File: src/rtl/mdio_mgmt_pkg.sv
package mdio_mgmt_pkg;
  typedef enum logic [1:0] {
    ENG_IDLE  = 2'd0,
    ENG_WAIT  = 2'd1,
    ENG_SHIFT = 2'd2
  } eng_state_e;

  localparam logic [1:0] FRM_START = 2'b01;
  localparam logic [1:0] OPC_READ  = 2'b10;
  localparam logic [1:0] OPC_WRITE = 2'b01;
  localparam logic [1:0] TA_DRIVE  = 2'b10;
  localparam logic [1:0] TA_FLOAT  = 2'b11;

  localparam logic [2:0] IDX_MODE = 3'd0;
  localparam logic [2:0] IDX_CMD  = 3'd1;
  localparam logic [2:0] IDX_ADDR = 3'd2;
  localparam logic [2:0] IDX_TXD  = 3'd3;
  localparam logic [2:0] IDX_RXD  = 3'd4;
  localparam logic [2:0] IDX_STAT = 3'd5;

  localparam int CMD_SCAN  = 0;
  localparam int CMD_READ  = 1;
  localparam int CMD_WRITE = 2;
endpackage

File: src/rtl/mdio_clkgen.sv
// Free-running management clock; half period = divider bits [DIV_W-1:1].
module mdio_clkgen #(
  parameter int DIV_W = 8
) (
  input  logic             clk,
  input  logic             rst,
  input  logic [DIV_W-2:0] half_in,
  output logic             mdc,
  output logic             tick_rise,
  output logic             tick_fall
);
  localparam int HALF_W = DIV_W - 1;

  logic [HALF_W-1:0] half_eff;
  logic [HALF_W-1:0] cnt;
  logic              term;

  assign half_eff  = (half_in == '0) ? HALF_W'(1) : half_in;
  assign term      = (cnt >= half_eff - HALF_W'(1));
  assign tick_rise = term & ~mdc;
  assign tick_fall = term & mdc;

  always_ff @(posedge clk) begin
    if (rst) begin
      cnt <= '0;
      mdc <= 1'b0;
    end else if (term) begin
      cnt <= '0;
      mdc <= ~mdc;
    end else begin
      cnt <= cnt + HALF_W'(1);
    end
  end
endmodule

File: src/rtl/mdio_frame_eng.sv
// Serializes one management frame; drives on MDC fall, samples on MDC rise.
module mdio_frame_eng
  import mdio_mgmt_pkg::*;
#(
  parameter int ADDR_W  = 5,
  parameter int DATA_W  = 16,
  parameter int PRE_LEN = 32
) (
  input  logic              clk,
  input  logic              rst,
  input  logic              start,
  input  logic              rd_op,
  input  logic              no_pre,
  input  logic [ADDR_W-1:0] phy_addr,
  input  logic [ADDR_W-1:0] reg_addr,
  input  logic [DATA_W-1:0] wdata,
  input  logic              tick_rise,
  input  logic              tick_fall,
  input  logic              mdio_in,
  output logic              mdio_out,
  output logic              mdio_oe,
  output logic              active,
  output logic              done,
  output logic [DATA_W-1:0] rdata
);
  localparam int HDR_W = 4 + 2 * ADDR_W;
  localparam int TA_W  = 2;
  localparam int FRM_W = HDR_W + TA_W + DATA_W;
  localparam int TOT_W = PRE_LEN + FRM_W;
  localparam int CNT_W = $clog2(TOT_W + 1);
  localparam logic [CNT_W-1:0] N_FULL    = CNT_W'(TOT_W);
  localparam logic [CNT_W-1:0] N_SHORT   = CNT_W'(FRM_W);
  localparam logic [CNT_W-1:0] FLOAT_OFS = CNT_W'(TA_W + DATA_W);
  localparam logic [CNT_W-1:0] SAMP_OFS  = CNT_W'(DATA_W - 1);

  eng_state_e        state;
  logic [TOT_W-1:0]  shreg;
  logic [CNT_W-1:0]  nbits;
  logic [CNT_W-1:0]  idx;
  logic              rd_q;
  logic [FRM_W-1:0]  frame;

  assign frame = {FRM_START, (rd_op ? OPC_READ : OPC_WRITE), phy_addr, reg_addr,
                  (rd_op ? TA_FLOAT : TA_DRIVE), (rd_op ? {DATA_W{1'b1}} : wdata)};
  assign active = (state != ENG_IDLE);

  always_ff @(posedge clk) begin
    if (rst) begin
      state    <= ENG_IDLE;
      shreg    <= '0;
      nbits    <= '0;
      idx      <= '0;
      rd_q     <= 1'b0;
      mdio_out <= 1'b1;
      mdio_oe  <= 1'b0;
      done     <= 1'b0;
      rdata    <= '0;
    end else begin
      done <= 1'b0;
      case (state)
        ENG_IDLE: begin
          if (start) begin
            shreg <= no_pre ? {frame, {PRE_LEN{1'b0}}} : {{PRE_LEN{1'b1}}, frame};
            nbits <= no_pre ? N_SHORT : N_FULL;
            idx   <= '0;
            rd_q  <= rd_op;
            state <= ENG_WAIT;
          end
        end
        ENG_WAIT, ENG_SHIFT: begin
          if (tick_fall) begin
            if (state == ENG_SHIFT && idx == nbits) begin
              mdio_oe  <= 1'b0;
              mdio_out <= 1'b1;
              done     <= 1'b1;
              state    <= ENG_IDLE;
            end else begin
              mdio_out <= shreg[TOT_W-1];
              shreg    <= {shreg[TOT_W-2:0], 1'b0};
              mdio_oe  <= !(rd_q && idx >= nbits - FLOAT_OFS);
              idx      <= idx + CNT_W'(1);
              state    <= ENG_SHIFT;
            end
          end else if (tick_rise && state == ENG_SHIFT && rd_q &&
                       idx >= nbits - SAMP_OFS) begin
            rdata <= {rdata[DATA_W-2:0], mdio_in};
          end
        end
        default: state <= ENG_IDLE;
      endcase
    end
  end
endmodule

File: src/rtl/mdio_mgmt.sv
module mdio_mgmt
  import mdio_mgmt_pkg::*;
#(
  parameter int DIV_W     = 8,
  parameter int ADDR_W    = 5,
  parameter int DATA_W    = 16,
  parameter int PRE_LEN   = 32,
  parameter int DIV_RESET = 100
) (
  input  logic        clk,
  input  logic        rst,
  input  logic [2:0]  reg_addr,
  input  logic        reg_we,
  input  logic [31:0] reg_wdata,
  output logic [31:0] reg_rdata,
  output logic        mdc,
  output logic        mdio_out,
  output logic        mdio_oe,
  input  logic        mdio_in
);
  localparam int REG_LSB = 8;
  localparam logic [DIV_W-1:0] DIV_RST_V = DIV_W'(DIV_RESET);

  logic [DIV_W-2:0]  div_half_q;
  logic              nopre_q;
  logic [2:0]        cmd_q;
  logic [ADDR_W-1:0] phy_q;
  logic [ADDR_W-1:0] rega_q;
  logic [DATA_W-1:0] txd_q;
  logic [DATA_W-1:0] rxd_q;
  logic              pend_q;
  logic              frame_scan_q;
  logic              frame_rd_q;
  logic              link_fail_q;
  logic              invalid_q;

  logic              tick_rise, tick_fall;
  logic              eng_active, eng_done;
  logic [DATA_W-1:0] eng_rdata;
  logic              launch, launch_rd, busy, wr_cmd;
  logic [31:0]       rd_next;
  logic              unused_wdata;

  assign unused_wdata = ^reg_wdata[31:DATA_W];

  assign wr_cmd    = reg_we && (reg_addr == IDX_CMD);
  assign launch    = pend_q && !eng_active;
  assign launch_rd = cmd_q[CMD_SCAN] | cmd_q[CMD_READ];
  assign busy      = pend_q | eng_active;

  mdio_clkgen #(.DIV_W(DIV_W)) u_clk (
    .clk       (clk),
    .rst       (rst),
    .half_in   (div_half_q),
    .mdc       (mdc),
    .tick_rise (tick_rise),
    .tick_fall (tick_fall)
  );

  mdio_frame_eng #(.ADDR_W(ADDR_W), .DATA_W(DATA_W), .PRE_LEN(PRE_LEN)) u_eng (
    .clk       (clk),
    .rst       (rst),
    .start     (launch),
    .rd_op     (launch_rd),
    .no_pre    (nopre_q),
    .phy_addr  (phy_q),
    .reg_addr  (rega_q),
    .wdata     (txd_q),
    .tick_rise (tick_rise),
    .tick_fall (tick_fall),
    .mdio_in   (mdio_in),
    .mdio_out  (mdio_out),
    .mdio_oe   (mdio_oe),
    .active    (eng_active),
    .done      (eng_done),
    .rdata     (eng_rdata)
  );

  // Configuration registers
  always_ff @(posedge clk) begin
    if (rst) begin
      div_half_q <= DIV_RST_V[DIV_W-1:1];
      nopre_q    <= 1'b0;
      cmd_q      <= '0;
      phy_q      <= '0;
      rega_q     <= '0;
      txd_q      <= '0;
    end else if (reg_we) begin
      case (reg_addr)
        IDX_MODE: begin
          div_half_q <= reg_wdata[DIV_W-1:1];
          nopre_q    <= reg_wdata[DIV_W];
        end
        IDX_CMD:  cmd_q <= reg_wdata[2:0];
        IDX_ADDR: begin
          phy_q  <= reg_wdata[ADDR_W-1:0];
          rega_q <= reg_wdata[REG_LSB +: ADDR_W];
        end
        IDX_TXD:  txd_q <= reg_wdata[DATA_W-1:0];
        default: ;
      endcase
    end
  end

  // Command sequencing: single shot for read/write, repeat while scanning
  always_ff @(posedge clk) begin
    if (rst) begin
      pend_q       <= 1'b0;
      frame_scan_q <= 1'b0;
      frame_rd_q   <= 1'b0;
    end else begin
      if (wr_cmd)
        pend_q <= |reg_wdata[2:0];
      else if (launch && !cmd_q[CMD_SCAN])
        pend_q <= 1'b0;
      if (launch) begin
        frame_scan_q <= cmd_q[CMD_SCAN];
        frame_rd_q   <= launch_rd;
      end
    end
  end

  // Results and status
  always_ff @(posedge clk) begin
    if (rst) begin
      rxd_q       <= '0;
      link_fail_q <= 1'b0;
      invalid_q   <= 1'b0;
    end else begin
      if (eng_done && frame_rd_q)
        rxd_q <= eng_rdata;
      if (eng_done && frame_scan_q)
        link_fail_q <= ~eng_rdata[2];
      if (wr_cmd && reg_wdata[CMD_SCAN])
        invalid_q <= 1'b1;
      else if (eng_done && frame_scan_q)
        invalid_q <= 1'b0;
    end
  end

  always_comb begin
    rd_next = '0;
    case (reg_addr)
      IDX_MODE: begin
        rd_next[DIV_W-1:1] = div_half_q;
        rd_next[DIV_W]     = nopre_q;
      end
      IDX_CMD:  rd_next[2:0] = cmd_q;
      IDX_ADDR: begin
        rd_next[ADDR_W-1:0]         = phy_q;
        rd_next[REG_LSB +: ADDR_W]  = rega_q;
      end
      IDX_TXD:  rd_next[DATA_W-1:0] = txd_q;
      IDX_RXD:  rd_next[DATA_W-1:0] = rxd_q;
      IDX_STAT: begin
        rd_next[0] = link_fail_q;
        rd_next[1] = busy;
        rd_next[2] = invalid_q;
      end
      default: ;
    endcase
  end

  always_ff @(posedge clk) begin
    if (rst) reg_rdata <= '0;
    else     reg_rdata <= rd_next;
  end
endmodule

File: config.mk
export PLATFORM = sky130hd
export DESIGN_NAME = mdio_mgmt
export DESIGN_NICKNAME = d
export VERILOG_FILES = /design/src/rtl/mdio_mgmt_pkg.sv /design/src/rtl/mdio_clkgen.sv /design/src/rtl/mdio_frame_eng.sv /design/src/rtl/mdio_mgmt.sv
export SDC_FILE = /design/constraint.sdc
export NUM_CORES = 1
export LEC_CHECK = 0
export BUFFER_PORTS_ARGS = -buffer_cell sky130_fd_sc_hd__buf_2
export CORE_MARGIN = 1.5
export CORE_UTILIZATION = 35
export DETAILED_ROUTE_END_ITERATION = 16
export HOLD_SLACK_MARGIN = 0.12
export SLEW_MARGIN = 20
export SYNTH_ARGS = -nofsm -noshare
export SYNTH_HDL_FRONTEND = slang
export SYNTH_SLANG_ARGS = --single-unit
File: constraint.sdc
create_clock -name clk -period 3.03 [get_ports clk]
set_input_delay 0.303 -clock clk [delete_from_list [all_inputs] [get_ports clk]]
set_output_delay 0.303 -clock clk [all_outputs]
set_load 0.02 [all_outputs]
==> results.md, run 1 <==
- Status: complete, no violations
- R2R setup slack: 0.005 ns
- Die Width: 159 um
- Maximum vdd drop: 437 uV
- Final Hold Vio Count: 0
- Critical Path RT: 3.35 ns
- Met2 Track Usage GR: 28.9%
- Num rows: 56
- Worst Skew: 0.0121 ns
- Overflow after GRT: 0
- Starting Density: 36.1%
- Predominant post-synthesis flop cell: dfxtp_1
- Iteration count of the initial detailed-routing pass: 5
- Most frequent cells after synthesis: 176 x dfxtp_1, 154 x nand2_1, 138 x a21oi_1
- Reg2Reg Depth: 12
- Non-Filler Instances: 1386
- Most numerous cell on the critical path: ha_2
- Final nets: 1112
- Post-synth EDFFs: 0
- Synth Warn #: 0
- GR peak layer: met2
- Avg Cell Area, Syn: 8.35 sq um
- HP Start: reg_wdata[9]
- DIE AREA: 0.0253 sq mm
- Worst slew margin: 47.4%
- Post-Syn Area: 0.00854 sq mm
- Synth area leaders: dfxtp_1 41%, a21oi_1 8.1%, nand2_1 6.8%, o31ai_2 4.2%, o2111ai_1 3.9%
- CTS Sinks: 176
- Routing usage on met1: 26.2%
- Area Overhead vs Synth: 19.8%
- Area share of the largest cell type after synthesis: 41.3%
- Final critical-path required period: 3.03 ns
- Largest net degree at the start of global routing: 76
- # DRC: 0
- Most frequent cell after synthesis: dfxtp_1
- Lkg Pwr: 3.70 nW
- CTS root buffer: clkbuf_16
- Kind of critical path: reg2reg
- DRT Wirelength: 23800 um
- Worst r2r src: div_half_q[5]
- Layout cells sized above 1: 20.2%
- Core box area: 0.0237 sq mm
- Vias in the first global route: 7154
- Post-route setup slack: 0.00499 ns
- Hold endpoint: rega_q[1]
- CTS tree: built
- Final Setup Violations: 0
- Critical Path Source Type: register
- Beginning of the critical path: div_half_q[5]
- DRT iter0 DRCs: 530
- Global routing usage on met3: 3.26%
- Num CTS Buffers: 17
- Cell count after synthesis: 1023
- Crit end category: register
- Slew @ Worst Pin: 0.786 ns
- Synth cell types: 62
- Crit-path max FO: 5
- Final core occ: 43.2%
- Final worst path period share: 99.8%
- FF+latch count, synth: 176
- Final Slew Violations: 0
- R2r endpoint: u_eng.shreg[29]
- H-tree lvl count: 4
- GRT Util Overall: 18.5%
- RD Place Congestion: 0.827
- Synth async-reset ratio: 0%
- Fmax: 0.331 GHz
- First-pass GRT wire length: 38300 um
- Post-route setup TNS: 0 ns
- Height of the die: 159 um
- Vias: 7528
- Critical path's slowest cell: o31a_4
- Hold Crit Class: in2reg
- Seq/Total Area, Yosys: 41.3%
- DRT antenna net count: 0
- Max incr delay on CP: 0.41 ns
- Initial antenna violation count: 0
- Clk Latency, worst-skew pair: 0.44 ns
- Critical path arrival: 3.34 ns
- RSZ-0062 raised after global routing: true
- Cells along the critical path: nor4_4 > nor2b_4 > a21oi_2 > ha_2 > xnor2_2 > ha_2 > nor3_2 > o21bai_4 > o31a_4 > o21a_4 > buf_6 > o311a_1
- Hold path depth: 3
- Input/output buffers: 41
- I/O pin cnt: 74
- Worst slack at placement: -0.0826 ns
- WL/cell: 17.2 um
- Power Density: 628 mW/mm^2
- Detailed placement HPWL: 15100 um
- Clk buf depth: 2
- Max_cap viols: 0
- Vias per std cell: 5.43
- Placed insts: 1335
- Clock transition at the registers of the reported paths: 0.08 ns
- Pwr Total: 6.42 mW
- Largest area contributor in the netlist: dfxtp_1
- Antenna fix cells: 0
[registers in the layout (all words and copies together) (netlist names)]
name,count
reg_rdata,16
u_eng.mdio_oe,1
invalid_q,1
u_clk.mdc,1
u_eng.mdio_out,1
u_eng.rdata,16
u_clk.cnt,7
txd_q,16
nopre_q,1
u_eng.idx,7
rxd_q,16
frame_scan_q,1
pend_q,1
div_half_q,7
rega_q,5
cmd_q,3
u_eng.shreg,64
u_eng.done,1
u_eng.nbits,2
phy_q,5
u_eng.state,2
link_fail_q,1
frame_rd_q,1
[kinds of logic after synthesis]
logic type,count (synthesis),share of synthesized area (%)
other,1,0.0439
buffers and inverters,133,7.28
adder cells (fa/ha/maj),19,2.78
multiplexers,32,4.16
XOR/XNOR,12,1.23
flip-flops,176,41.3
AO/OA/AOI/OAI,314,25.4
AND/OR/NAND/NOR,336,17.8
[worst max-delay path, delay by kind of cell (launching register included)]
kind / cells / cell delay, ns
AOI/OAI and AO/OA: 5 / 1.20
and+or+nand+nor: 3 / 0.55
adders and majority gates: 2 / 0.54
DFF: 1 / 0.34
buffers and inverters: 1 / 0.14
xor gates and xnor gates: 1 / 0.13
[cell usage in the layout (no fill, tap or decap), drive strengths merged, types with 5 or more instances in the layout]
master,n
dfxtp,176
nand2,154
a21oi,139
buf,90
nor2,59
o31ai,40
o2111ai,39
nand3,36
inv,36
nor2b,22
o21ai,22
clkbuf,20
ha,19
mux2,18
or3,17
o22ai,17
nor3,17
conb,16
a22oi,14
mux2i,13
o211ai,11
dlygate4sd3,9
and3,7
xnor2,7
xor2,5
a31oi,5
nand4,5
o21a,5
[how the worst max path moves through the flow]
stage | to | cells past startpoint
after floorplan | u_eng.shreg[16] | 14
after global placement | u_eng.shreg[16] | 12
after detailed placement | u_eng.shreg[29] | 12
after CTS | u_eng.shreg[29] | 12
after global routing | u_eng.shreg[63] | 12
final | u_eng.shreg[29] | 12
[per-layer routing]
metal | vias to the layer above | part of all wire [%]
li1 | 3699 | -
met1 | 3641 | 48
met2 | 165 | 48
met3 | 23 | 3.5
met4 | 0 | 1.2
met5 | - | 0
[cell type report]
class,instances,area (sq um)
inverters,28,105
fillers,2390,13500
flip-flops and latches,176,3530
repair buffers,101,811
well taps,319,399
clock inverters,14,190
multi-input cells,730,4770
clock buffers,18,429
[what timing repair did]
action | in CTS | in global routing
endpoints found under the setup margin | 46 | 95
hold endpoints to repair | 13 | 0
hold buffers | 9 | 0
setup buffers | 3 | 3
gates resized for setup | 8 | 50
gates cloned | 0 | 4
pin swaps | 4 | 9
[metrics by stage]
| stage | hold WS (ns) | area (sq um) |
|---|---|---|
| 4_1_cts | 0.121 | 9840 |
| 3_5_place_dp | 0.443 | 9080 |
| 3_3_place_gp | 0.442 | 9080 |
| 5_1_grt | 0.124 | 10200 |
| 6_report | 0.129 | 10200 |
| 2_1_floorplan | 0.426 | 8600 |
[power breakdown]
part / switching (mW) / internal, mW
logic: 0.842 / 0.590
registers: 0.127 / 2.51
clock network: 1.02 / 1.33
Power figures use the tool's default switching activity.
==> run 2, diff against run 1 <==
Settings changed: MAX_ROUTING_LAYER set to met4.
==> results.md, run 2 (same netlist as run 1, synthesis figures left out) <==
- Initial antenna violation count: 0
- Max incr delay on CP: 0.41 ns
- Crit-path max FO: 5
- Critical Path Source Type: register
- Reg2Reg Depth: 12
- Worst Skew: 0.0128 ns
- Most numerous cell on the critical path: ha_2
- Most common cell after layout, fill and taps aside: dfxtp_1
- Worst r2r src: div_half_q[5]
- Critical path arrival: 3.34 ns
- Final nets: 1112
- I/O pin cnt: 74
- DIE AREA: 0.0253 sq mm
- Die Width: 159 um
- Final Slew Violations: 0
- Crit end category: register
- Kind of critical path: reg2reg
- Vias: 7549
- Hold Crit Class: in2reg
- Switch share: 31.0%
- DRT iter0 DRCs: 566
- Num rows: 56
- Status: complete, no violations
- Post-route setup TNS: 0 ns
- Max reg flops: 64
- R2R setup slack: 0.009 ns
- WL/cell: 17.2 um
- Starting Density: 36.1%
- Final Hold Vio Count: 0
- Clk Latency, worst-skew pair: 0.44 ns
- Design area: 0.0102 sq mm
- CTS tree: built
- Slew @ Worst Pin: 0.758 ns
- Clock transition at the registers of the reported paths: 0.07 ns
- Worst hold slack: 0.129 ns
- Detailed placement HPWL: 15100 um
- Overflow after GRT: 0
- Num CTS Buffers: 17
- Critical Path RT: 3.35 ns
- Sequential standard cell area: 0.00353 sq mm
- Input/output buffers: 41
- Pwr Total: 6.42 mW
- Comb power frac: 22.4%
- Sw Pwr: 1.99 mW
- CTS root buffer: clkbuf_16
- First-pass GRT wire length: 38400 um
- Max_cap viols: 0
- DRT antenna net count: 0
- Lkg Pwr: 3.70 nW
- Internal Power: 4.43 mW
- RD Place Congestion: 0.840
- Height of the die: 159 um
- Final worst path period share: 99.7%
- H-tree lvl count: 4
- Vias in the first global route: 7160
- Layout cells sized above 1: 20.2%
- Final critical-path required period: 3.02 ns
- Maximum vdd drop: 437 uV
- DP Area: 0.00908 sq mm
- Fmax: 0.331 GHz
- HP Start: reg_wdata[9]
- Clock share of power: 36.6%
- Iteration count of the initial detailed-routing pass: 5
- RSZ-0062 raised after global routing: true
- WP buf/inv: 1
- Antenna fix cells: 0
- Cells along the critical path: nor4_4 > nor2b_4 > a21oi_2 > ha_2 > xnor2_2 > ha_2 > nor3_2 > o21bai_4 > o31a_4 > o21a_4 > buf_6 > o311a_1
- Area of the multi-input gates: 0.00476 sq mm
- Core box area: 0.0237 sq mm
- Clk buf depth: 2
- Critical path's slowest cell: o31a_4
- Hold endpoint: rega_q[1]
- Power Density: 628 mW/mm^2
- Seq pwr share: 41.1%
- Top delay family on crit path: compound AO/OA/AOI/OAI gates
- Vias per std cell: 5.45
- Fillers: 2392
- GRT Util Overall: 19.0%
- Largest net degree at the start of global routing: 76
- Final Setup Violations: 0
- Most flops, register: u_eng.shreg
- DRT Wirelength: 23900 um
- R2r endpoint: u_eng.shreg[29]
- CTS Sinks: 176
- Area Overhead vs Synth: 19.7%
- Most frequent cells in the layout: 174 x dfxtp_1, 154 x nand2_1, 137 x a21oi_1, 59 x nor2_1, 40 x buf_2
- Worst slew margin: 49.2%
- # DRC: 0
- Hold path depth: 3
run 2: how the worst max path moves through the flow:
stage	from	to	slack, ns	depth (start not counted)
6_report	div_half_q[5]	u_eng.shreg[29]	0.009	12
5_1_grt	div_half_q[5]	u_eng.shreg[63]	-0.12	12
4_1_cts	div_half_q[2]	u_eng.shreg[29]	0.006	12
3_5_place_dp	div_half_q[5]	u_eng.shreg[29]	-0.08	12
3_3_place_gp	div_half_q[5]	u_eng.shreg[16]	-0.07	12
2_1_floorplan	div_half_q[2]	u_eng.shreg[16]	0.08	14
run 2: repair_timing:
action / CTS / global route
gates cloned: 0 / 4
hold buffers: 9 / 0
hold endpoints to repair: 13 / 0
setup endpoints to repair: 46 / 95
gates resized for setup: 8 / 49
pin swaps: 4 / 9
setup buffers: 3 / 3
run 2: power groups by stage:
stage | clock (mW) | combinational [mW] | sequential, mW
2_1_floorplan | 0 | 0.954 | 2.64
3_3_place_gp | 0 | 1.24 | 2.67
3_5_place_dp | 0 | 1.25 | 2.67
4_1_cts | 2.37 | 1.28 | 2.62
5_1_grt | 2.49 | 1.55 | 2.66
6_report | 2.35 | 1.44 | 2.64
run 2: per-layer routing:
metal	GRT usage, %	part of all wire [%]	vias up
met1	26.4	48	3660
met5	-	0	-
met3	3.20	3.6	23
met4	4.72	1.3	0
met2	28.8	47	171
li1	-	-	3695
run 2: metrics by stage:
step | cells | worst slack (ns) | utilization, %
6_report | 1386 | 0.00882 | 43.2
5_1_grt | 1386 | -0.125 | 43.2
4_1_cts | 1379 | 0.00579 | 41.5
3_5_place_dp | 1335 | -0.0826 | 38.3
3_3_place_gp | 1335 | -0.0672 | 38.3
2_1_floorplan | 1038 | 0.0766 | -
run 2: cell type report:
type | instances | share of cell area [%]
Clock buffer | 18 | 4.20
Sequential cell | 176 | 34.5
Clock inverter | 14 | 1.86
Tap cell | 319 | 3.90
Multi-Input combinational cell | 730 | 46.6
Timing Repair Buffer | 101 | 7.93
Inverter | 28 | 1.03
run 2: tightest hold or removal path, cell delays in order:
cell and delay (ns):
buf_2 0.12, nand2_1 0.05, a21oi_1 0.05
